## config.mk

```make
export PLATFORM = sky130hd
export DESIGN_NAME = prdx_reducer
export DESIGN_NICKNAME = d
export VERILOG_FILES = /design/src/rtl/prdx_pkg.sv /design/src/rtl/prdx_clmul.sv /design/src/rtl/prdx_itercnt.sv /design/src/rtl/prdx_reducer.sv
export SDC_FILE = /design/constraint.sdc
export NUM_CORES = 2
export LEC_CHECK = 0
export BUFFER_PORTS_ARGS = -buffer_cell sky130_fd_sc_hd__buf_2
export CORE_MARGIN = 2
export CORE_UTILIZATION = 46
export DETAILED_ROUTE_END_ITERATION = 10
export GPL_ROUTABILITY_DRIVEN = 0
export RECOVER_POWER = 100
export SLEW_MARGIN = 20
export SYNTH_ARGS = -nofsm -noshare
export SYNTH_HDL_FRONTEND = slang
export SYNTH_SLANG_ARGS = --single-unit
```

## constraint.sdc

```tcl
create_clock -name clk -period 5.6 [get_ports clk]
set_input_delay 0.28 -clock clk [delete_from_list [all_inputs] [get_ports clk]]
set_output_delay 0.28 -clock clk [all_outputs]
set_load 0.01 [all_outputs]
```

## src/rtl/prdx_pkg.sv

```systemverilog
package prdx_pkg;
   typedef enum logic [1:0] {
      ST_IDLE = 2'd0,
      ST_MUL  = 2'd1,
      ST_ACC  = 2'd2
   } prdx_state_e;
endpackage

```

## src/rtl/prdx_clmul.sv

```systemverilog
module prdx_clmul #(
   parameter int N     = 64,
   parameter int DIGIT = 16
) (
   input  logic             clk,
   input  logic             rst_n,
   input  logic             go,
   input  logic [N-1:0]     x,
   input  logic [N-1:0]     y,
   output logic             valid,
   output logic [2*N-2:0]   prod
);
   localparam int PW    = 2*N - 1;
   localparam int STEPS = (DIGIT >= N) ? 1 : N / DIGIT;
   localparam int CW    = $clog2(STEPS + 1);

   generate
      if (DIGIT >= N) begin : g_array
         function automatic logic [PW-1:0] full_mul(input logic [N-1:0] p, input logic [N-1:0] q);
            logic [PW-1:0] r;
            r = '0;
            for (int j = 0; j < N; j++)
               if (p[j]) r = r ^ ({{(N-1){1'b0}}, q} << j);
            return r;
         endfunction

         always_ff @(posedge clk or negedge rst_n) begin
            if (!rst_n) begin
               valid <= 1'b0;
               prod  <= '0;
            end else begin
               valid <= go;
               if (go) prod <= full_mul(x, y);
            end
         end
      end else begin : g_serial
         logic [N-1:0]  xs;
         logic [N-1:0]  ys;
         logic [PW-1:0] zacc;
         logic [CW-1:0] cnt;

         function automatic logic [PW-1:0] digit_mul(input logic [DIGIT-1:0] d, input logic [N-1:0] q);
            logic [PW-1:0] r;
            r = '0;
            for (int j = 0; j < DIGIT; j++)
               if (d[j]) r = r ^ ({{(N-1){1'b0}}, q} << j);
            return r;
         endfunction

         always_ff @(posedge clk or negedge rst_n) begin
            if (!rst_n) begin
               xs    <= '0;
               ys    <= '0;
               zacc  <= '0;
               cnt   <= '0;
               valid <= 1'b0;
            end else begin
               valid <= 1'b0;
               if (go) begin
                  xs   <= x;
                  ys   <= y;
                  zacc <= '0;
                  cnt  <= CW'(STEPS);
               end else if (cnt != '0) begin
                  zacc  <= (zacc << DIGIT) ^ digit_mul(xs[N-1 -: DIGIT], ys);
                  xs    <= xs << DIGIT;
                  cnt   <= cnt - 1'b1;
                  valid <= (cnt == CW'(1));
               end
            end
         end

         assign prod = zacc;
      end
   endgenerate
endmodule

```

## src/rtl/prdx_itercnt.sv

```systemverilog
module prdx_itercnt #(
   parameter int MAX_ITER = 64
) (
   input  logic clk,
   input  logic rst_n,
   input  logic clr,
   input  logic inc,
   output logic at_max
);
   localparam int IW = $clog2(MAX_ITER + 1);
   logic [IW-1:0] cnt;

   always_ff @(posedge clk or negedge rst_n) begin
      if (!rst_n)   cnt <= '0;
      else if (clr) cnt <= '0;
      else if (inc) cnt <= cnt + 1'b1;
   end

   assign at_max = (cnt == IW'(MAX_ITER));
endmodule

```

## src/rtl/prdx_reducer.sv

```systemverilog
module prdx_reducer
   import prdx_pkg::*;
#(
   parameter int N        = 64,
   parameter int DIGIT    = 16,
   parameter int MAX_ITER = N
) (
   input  logic         clk,
   input  logic         rst_n,
   input  logic         load_k,
   input  logic [N-1:0] k_in,
   input  logic         start,
   input  logic [N-1:0] a_in,
   input  logic [N-1:0] b_in,
   output logic         busy,
   output logic         done,
   output logic         err,
   output logic [N-1:0] res
);
   localparam int PW = 2*N - 1;

   generate
      if (N < 2)                                   begin : g_bad_n  $error("N must be at least 2");            end
      if (DIGIT < 1)                               begin : g_bad_d  $error("DIGIT must be positive");          end
      if (DIGIT < N && (N % DIGIT) != 0)           begin : g_bad_dn $error("DIGIT must divide N");             end
      if (MAX_ITER < 1)                            begin : g_bad_mx $error("MAX_ITER must be positive");       end
   endgenerate

   prdx_state_e   state;
   logic [N-1:0]  cst;
   logic [N-2:0]  rh;
   logic [N-1:0]  rl;
   logic [N-1:0]  acc;
   logic          done_q, err_q;

   logic          mul_go, mul_valid;
   logic [N-1:0]  mul_x, mul_y;
   logic [PW-1:0] mul_p;
   logic          at_max;
   logic          in_acc, hi_zero, fold_again, fold_abort, accept;

   assign in_acc     = (state == ST_ACC);
   assign hi_zero    = (rh == '0);
   assign accept     = (state == ST_IDLE) && start;
   assign fold_again = in_acc && !hi_zero && !at_max;
   assign fold_abort = in_acc && !hi_zero && at_max;
   assign mul_go     = accept || fold_again;
   assign mul_x      = (state == ST_IDLE) ? a_in : {1'b0, rh};
   assign mul_y      = (state == ST_IDLE) ? b_in : cst;

   prdx_clmul #(.N(N), .DIGIT(DIGIT)) u_mul (
      .clk   (clk),
      .rst_n (rst_n),
      .go    (mul_go),
      .x     (mul_x),
      .y     (mul_y),
      .valid (mul_valid),
      .prod  (mul_p)
   );

   prdx_itercnt #(.MAX_ITER(MAX_ITER)) u_cnt (
      .clk    (clk),
      .rst_n  (rst_n),
      .clr    (accept),
      .inc    (fold_again),
      .at_max (at_max)
   );

   always_ff @(posedge clk or negedge rst_n) begin
      if (!rst_n) begin
         state  <= ST_IDLE;
         cst    <= '0;
         rh     <= '0;
         rl     <= '0;
         acc    <= '0;
         done_q <= 1'b0;
         err_q  <= 1'b0;
      end else begin
         done_q <= 1'b0;
         err_q  <= 1'b0;
         case (state)
            ST_IDLE: begin
               if (load_k) cst <= k_in;
               if (start) begin
                  acc   <= '0;
                  state <= ST_MUL;
               end
            end
            ST_MUL: begin
               if (mul_valid) begin
                  rh    <= mul_p[PW-1:N];
                  rl    <= mul_p[N-1:0];
                  state <= ST_ACC;
               end
            end
            ST_ACC: begin
               acc <= acc ^ rl;
               if (hi_zero) begin
                  done_q <= 1'b1;
                  state  <= ST_IDLE;
               end else if (fold_abort) begin
                  err_q  <= 1'b1;
                  state  <= ST_IDLE;
               end else begin
                  state  <= ST_MUL;
               end
            end
            default: state <= ST_IDLE;
         endcase
      end
   end

   assign busy = (state != ST_IDLE);
   assign done = done_q;
   assign err  = err_q;
   assign res  = acc;
endmodule

```

Word level (Yosys, flattened, before mapping). Cells that the tools add are included.

Latch bits: 0. Output and inout port bits: 67. Memory bits (writable): 0. Register bits: 525. Memory bits (read-only): 0. Memories: 0.

$mul: 0. Div/mod/pow operators: 0. Add/sub/neg operators: 2. $lt $le $gt $ge: 0. Shift operators: 0. Bitwise logic cells: 17. Reductions and logical operators: 18. Equal/unequal tests: 6. Mux-type cells: 72.

Operators with widths (count): two-way mux 127 bit (49); two-way mux 64 bit (6); one-hot mux 64 bit (2 select lines) (1); bitwise XOR 127 bit (1); bitwise XOR 127 x 65 -> 127 bit (1); bitwise XOR 127 x 66 -> 127 bit (1); bitwise XOR 127 x 67 -> 127 bit (1); bitwise XOR 127 x 68 -> 127 bit (1); bitwise XOR 127 x 69 -> 127 bit (1); bitwise XOR 127 x 70 -> 127 bit (1); bitwise XOR 127 x 71 -> 127 bit (1); bitwise XOR 127 x 72 -> 127 bit (1); bitwise XOR 127 x 73 -> 127 bit (1); bitwise XOR 127 x 74 -> 127 bit (1); bitwise XOR 127 x 75 -> 127 bit (1); bitwise XOR 127 x 76 -> 127 bit (1); bitwise XOR 127 x 77 -> 127 bit (1); bitwise XOR 127 x 78 -> 127 bit (1); bitwise XOR 127 x 79 -> 127 bit (1); bitwise XOR 64 bit (1); logical NOT 63 bit (1); two-way mux 7 bit (2); two-way mux 1 bit (9); AND reduction 2 bit (4); other kinds (17) (26).

Logic depth before layout (Yosys ltp).
Depth after elaboration: 69. Gate-level depth with buffers: 11.

Cells and area by module. Synthesis repeated with hierarchy kept, for this count alone.

Cells, all modules: 4352. Area, all modules: 36921.7 sq um.

Modules (own cells, without submodules): prdx_clmul (area an instance 24862.6 sq um, cells each 3190, sequential area each 6481.2 sq um, times used 1); prdx_reducer (area an instance 11698.7 sq um, cells each 1126, sequential area each 6481.2 sq um, times used 1); prdx_itercnt (area an instance 360.3 sq um, cells each 36, sequential area each 175.2 sq um, times used 1).

Least setup slack after synthesis. No wires, ideal clock.

Path type: reg-to-reg. Start: register rh[59]. End: register u_mul.g_serial.ys[58]. Clock period less this slack: 2175 ps. Cell stages (with the launch flop): 11. Slack: 3425 ps. Data arrival time: 2049 ps. Path through: dfrtp_1 nor4_1 nand4_1 nor4_4 nor2_2 or2_1 buf_4 buf_6 buf_2 nor2_1 a21oi_1.

Word-level cells in the longest chain between the ends: 5.

RTL lines: from (decl) (RTL line prdx_reducer.sv:31) `logic [N-2:0] rh;`; from (signal assigned) (RTL line prdx_reducer.sv:91) `rh <= mul_p[PW-1:N];`; logical NOT 63 bit (RTL line prdx_reducer.sv:43) `assign hi_zero = (rh == '0);`; logical NOT 1 bit (RTL line prdx_reducer.sv:45) `assign fold_again = in_acc && !hi_zero && !at_max;`; logical AND 1 bit (2 in series) (RTL line prdx_reducer.sv:45); logical OR 1 bit (RTL line prdx_reducer.sv:47) `assign mul_go = accept || fold_again;`; to (signal assigned) (RTL line prdx_clmul.sv:61) `ys <= y;`; to (decl) (RTL line prdx_clmul.sv:38) `logic [N-1:0] ys;`.

Every way passes these cells. A chain may end at the register's enable or synchronous reset.

Worst setup path after layout.
Start: register rh[53]. End: register u_mul.g_serial.xs[40].

Word-level cells in the longest chain between the ends: 6. Elaborated cells between the ends (all ways): 7.

RTL lines: logical NOT 63 bit * (RTL line prdx_reducer.sv:43); logical NOT 1 bit * (RTL line prdx_reducer.sv:45); logical AND 1 bit * (2 in series) (RTL line prdx_reducer.sv:45); logical OR 1 bit * (RTL line prdx_reducer.sv:47); two-way mux 64 bit / nonzero test 2 bit (equally long branches); to (signal assigned) (RTL line prdx_clmul.sv:66) `xs <= xs << DIGIT;`; to (decl) (RTL line prdx_clmul.sv:37) `logic [N-1:0] xs;`.

Mark *: on every way between the ends. The rest lies on a longest branch, timed or not.

==> run_results.csv <==
group,metric,value,unit
status,status,"finished, violations left",
status,violations,"max-capacitance violations, max-slew violations",
yosys,netlist_top_cells_area,"dfrtp_1, nand2_1, xnor2_1",
timing,skew,36.29,ps
clock_tree,root_buffer,"clkbuf_16",
yosys,synthTopCellsByCount,"nand2_1, xnor2_1, dfrtp_1",
floorplan,fp.dieH,283.6,um
timing,maxSlewViolCount,522,
yosys,ys_warn_count,0,
setup_path,worstPathRequired,6090,ps
place,place.port_buffers,262,
timing,fin_crit_sh,83.61,%
timing,hold_viol_final,0,
timing,worst_slew_pin_slew,3447,ps
yosys,ys.flop_type,"dfrtp_1",
yosys,ys_types,35,
floorplan,die_area,80450,um^2
floorplan,coreArea,77470,um^2
layout,nFillCells,7271,
routing,vias_per_cell,5.296,
setup_path,start_kind,"flop",
grt,gr-total-overflow,0,
min_path,worstHoldPathType,"input pin to flop",
grt,grt_pass1_wl,180200,um
yosys,synthCells,4419,
routing,drc_errors,0,
grt,grt_pass1_vias,29720,
routing,routedWlPerCell,20.57,um
setup_path,cp_slowest_stage_delay,1040,ps
routing,drtIter0Drc,2612,
timing,tns,0,ps
clock_tree,path_clk_slew,60,ps
timing,finalCriticalPeriod,4682,ps
layout,syn_to_final_growth,13.98,%
setup_path,cp_data_arrival_time,5170,ps
yosys,synth-edff-count,0,
timing,rsz0062_at_grt,"no",
clock_tree,cts_max_level,2,
layout,layout-drive-gt1-share,9.002,%
layout,seq_area,13190,um^2
clock_tree,cts_buffers,58,
timing,maxSlewHeadroom,-129.8,%
routing,firstDrtPassIters,6,
clock_tree,clock-sinks,525,
place,hpwlAfterDp,72450,um
setup_path,cp_slowest_cell,"nor4_1",
setup_path,critical_path_class,"flop to flop",
layout,multiInputGateArea,21080,um^2
setup_path,worstPathMaxFanout,148,
yosys,syn-cell-area,35970,um^2
clock_tree,post_cts_resized,0,
clock_tree,clk_latency,660,ps
yosys,syn-num-nets,4620,
routing,wirelength,116300,um
routing,dr_total_vias,29930,
grt,track_usage,28.66,%
yosys,syn_avg_cell_area,8.141,um^2
routing,postRouteAntennaNets,0,
floorplan,io_pins,263,
timing,clock.fmax,213.6,MHz
yosys,synthDominantCellAreaShare,36.52,%
floorplan,start_util,46.44,%
yosys,seq_area_frac_synth,36.52,%
floorplan,rows,102,
yosys,synth.most_common_cell,"nand2_1",
setup_path,worstPathCellList,"nor4_1 > nand4_1 > nor4_1 > nor2_1 > or2_2 > buf_12 > a211oi_1 > a21oi_1",
floorplan,die_w,283.6,um
job,cap_violations,8,
setup_path,path_common_cell,"nor4_1",
grt,antenna_found_initial,2,
yosys,synth-async-reset-ratio,100.0,%
yosys,ys_seq_elements,525,
grt,grt_max_degree,191,
yosys,synth_area_leader_cell,"dfrtp_1",
clock_tree,clockBufferDepth,3,
clock_tree,cts_tree,"done",
layout,nNetsFinal,4762,
timing,setup_viol_count_final,0,
setup_path,worstSetupEndpointType,"flop",
==> placed cells by master (no fill, tap or decap), drive strengths merged, types with 5 or more instances in the layout <==
master / instances
bufinv: 12
a21oi: 258
xnor2: 711
xnor3: 48
clkinv: 13
dfrtp: 525
o21ai: 21
clkbuf: 147
inv: 11
and2: 50
nand2: 1687
mux2i: 128
nor4: 16
a211oi: 64
clkinvlp: 7
xor2: 263
ha: 5
dlygate4sd3: 174
buf: 222
nand4: 7
mux2: 64
nor2: 162
==> sequential cells by signal, indices dropped and copies added, names as in the netlist <==
register and flops:
cst 64, done 1, err 1, res 64, rh 63, rl 64
state 2, u_cnt.cnt 7, u_mul.g_serial.cnt 3, u_mul.g_serial.xs 64, u_mul.g_serial.ys 64, u_mul.prod 127
u_mul.valid 1
==> worst paths after layout <==
path	slack (ps)	startpoint	endpoint	cells past startpoint
max	920	rh[53]	u_mul.g_serial.xs[40]	8
min	3	b_in[53]	u_mul.g_serial.ys[53]	3
max reg2reg	920	rh[53]	u_mul.g_serial.xs[40]	8
min reg2reg	470	u_mul.prod[115]	rh[51]	2
max in group asynchronous	1820	rst_n	u_mul.g_serial.xs[62]	3
min in group asynchronous	250	rst_n	cst[27]	2
==> layout make-up <==
type                       count  area share, %
timing repair buffer         470          7.983
inverter                       7        0.07019
antenna                        2        0.01221
tap                         1040          3.174
clock buffer                  73          3.848
multi-input combinational   3499          51.42
clock inverter                36          1.318
sequential                   525          32.18
==> worst max-delay path, delay by kind of cell, from the launching register on <==
kind                   cells  cell delay [ps]
flip-flops                 1              400
AND/OR/NAND/NOR            5             3100
AO/OA/AOI/OAI              2              370
buffers and inverters      1              490
==> metrics by stage <==
step	instances	hold slack, ps	instance area, um^2	util [%]	setup WS [ps]
6_report	5652	3.400	41000	52.93	917.8
5_1_grt	5652	7.721	41000	52.93	768.1
4_1_cts	5650	3.207	41240	53.23	1781
3_5_place_dp	5367	361.7	37380	48.25	1883
3_3_place_gp	5367	365.2	37380	48.25	1956
2_1_floorplan	4419	-15.59	35970	-	3425
==> what timing repair did <==
| item | in CTS | in global routing |
|---|---|---|
| setup buffers | 0 | 0 |
| endpoints found under the hold margin | 261 | 0 |
| hold buffers | 174 | 0 |
| endpoints found under the setup margin | 0 | 0 |
==> logic make-up (layout without fill, tap and decap cells) <==
group,count (synthesis),after routing,synth area share [%]
XOR/XNOR,1022,1022,26.72
AO/OA/AOI/OAI,343,343,5.454
adder cells (fa/ha/maj),5,5,0.1739
flip-flops,525,525,36.52
other,0,2,0
multiplexers,192,192,5.565
AND/OR/NAND/NOR,1937,1937,20.89
buffers and inverters,395,586,4.675
==> layer usage <==
layer / wire (um) / up-vias / GRT usage [%]
li1: - / 14020 / -
met3: 6814 / 280 / 2.757
met1: 47380 / 14560 / 37.09
met4: 6661 / 0 / 14.59
met5: 0 / - / 0
met2: 55410 / 1070 / 47.89
Power is not shown: default switching activity piles up to over one toggle a cycle in this logic, so the estimate is an artifact.
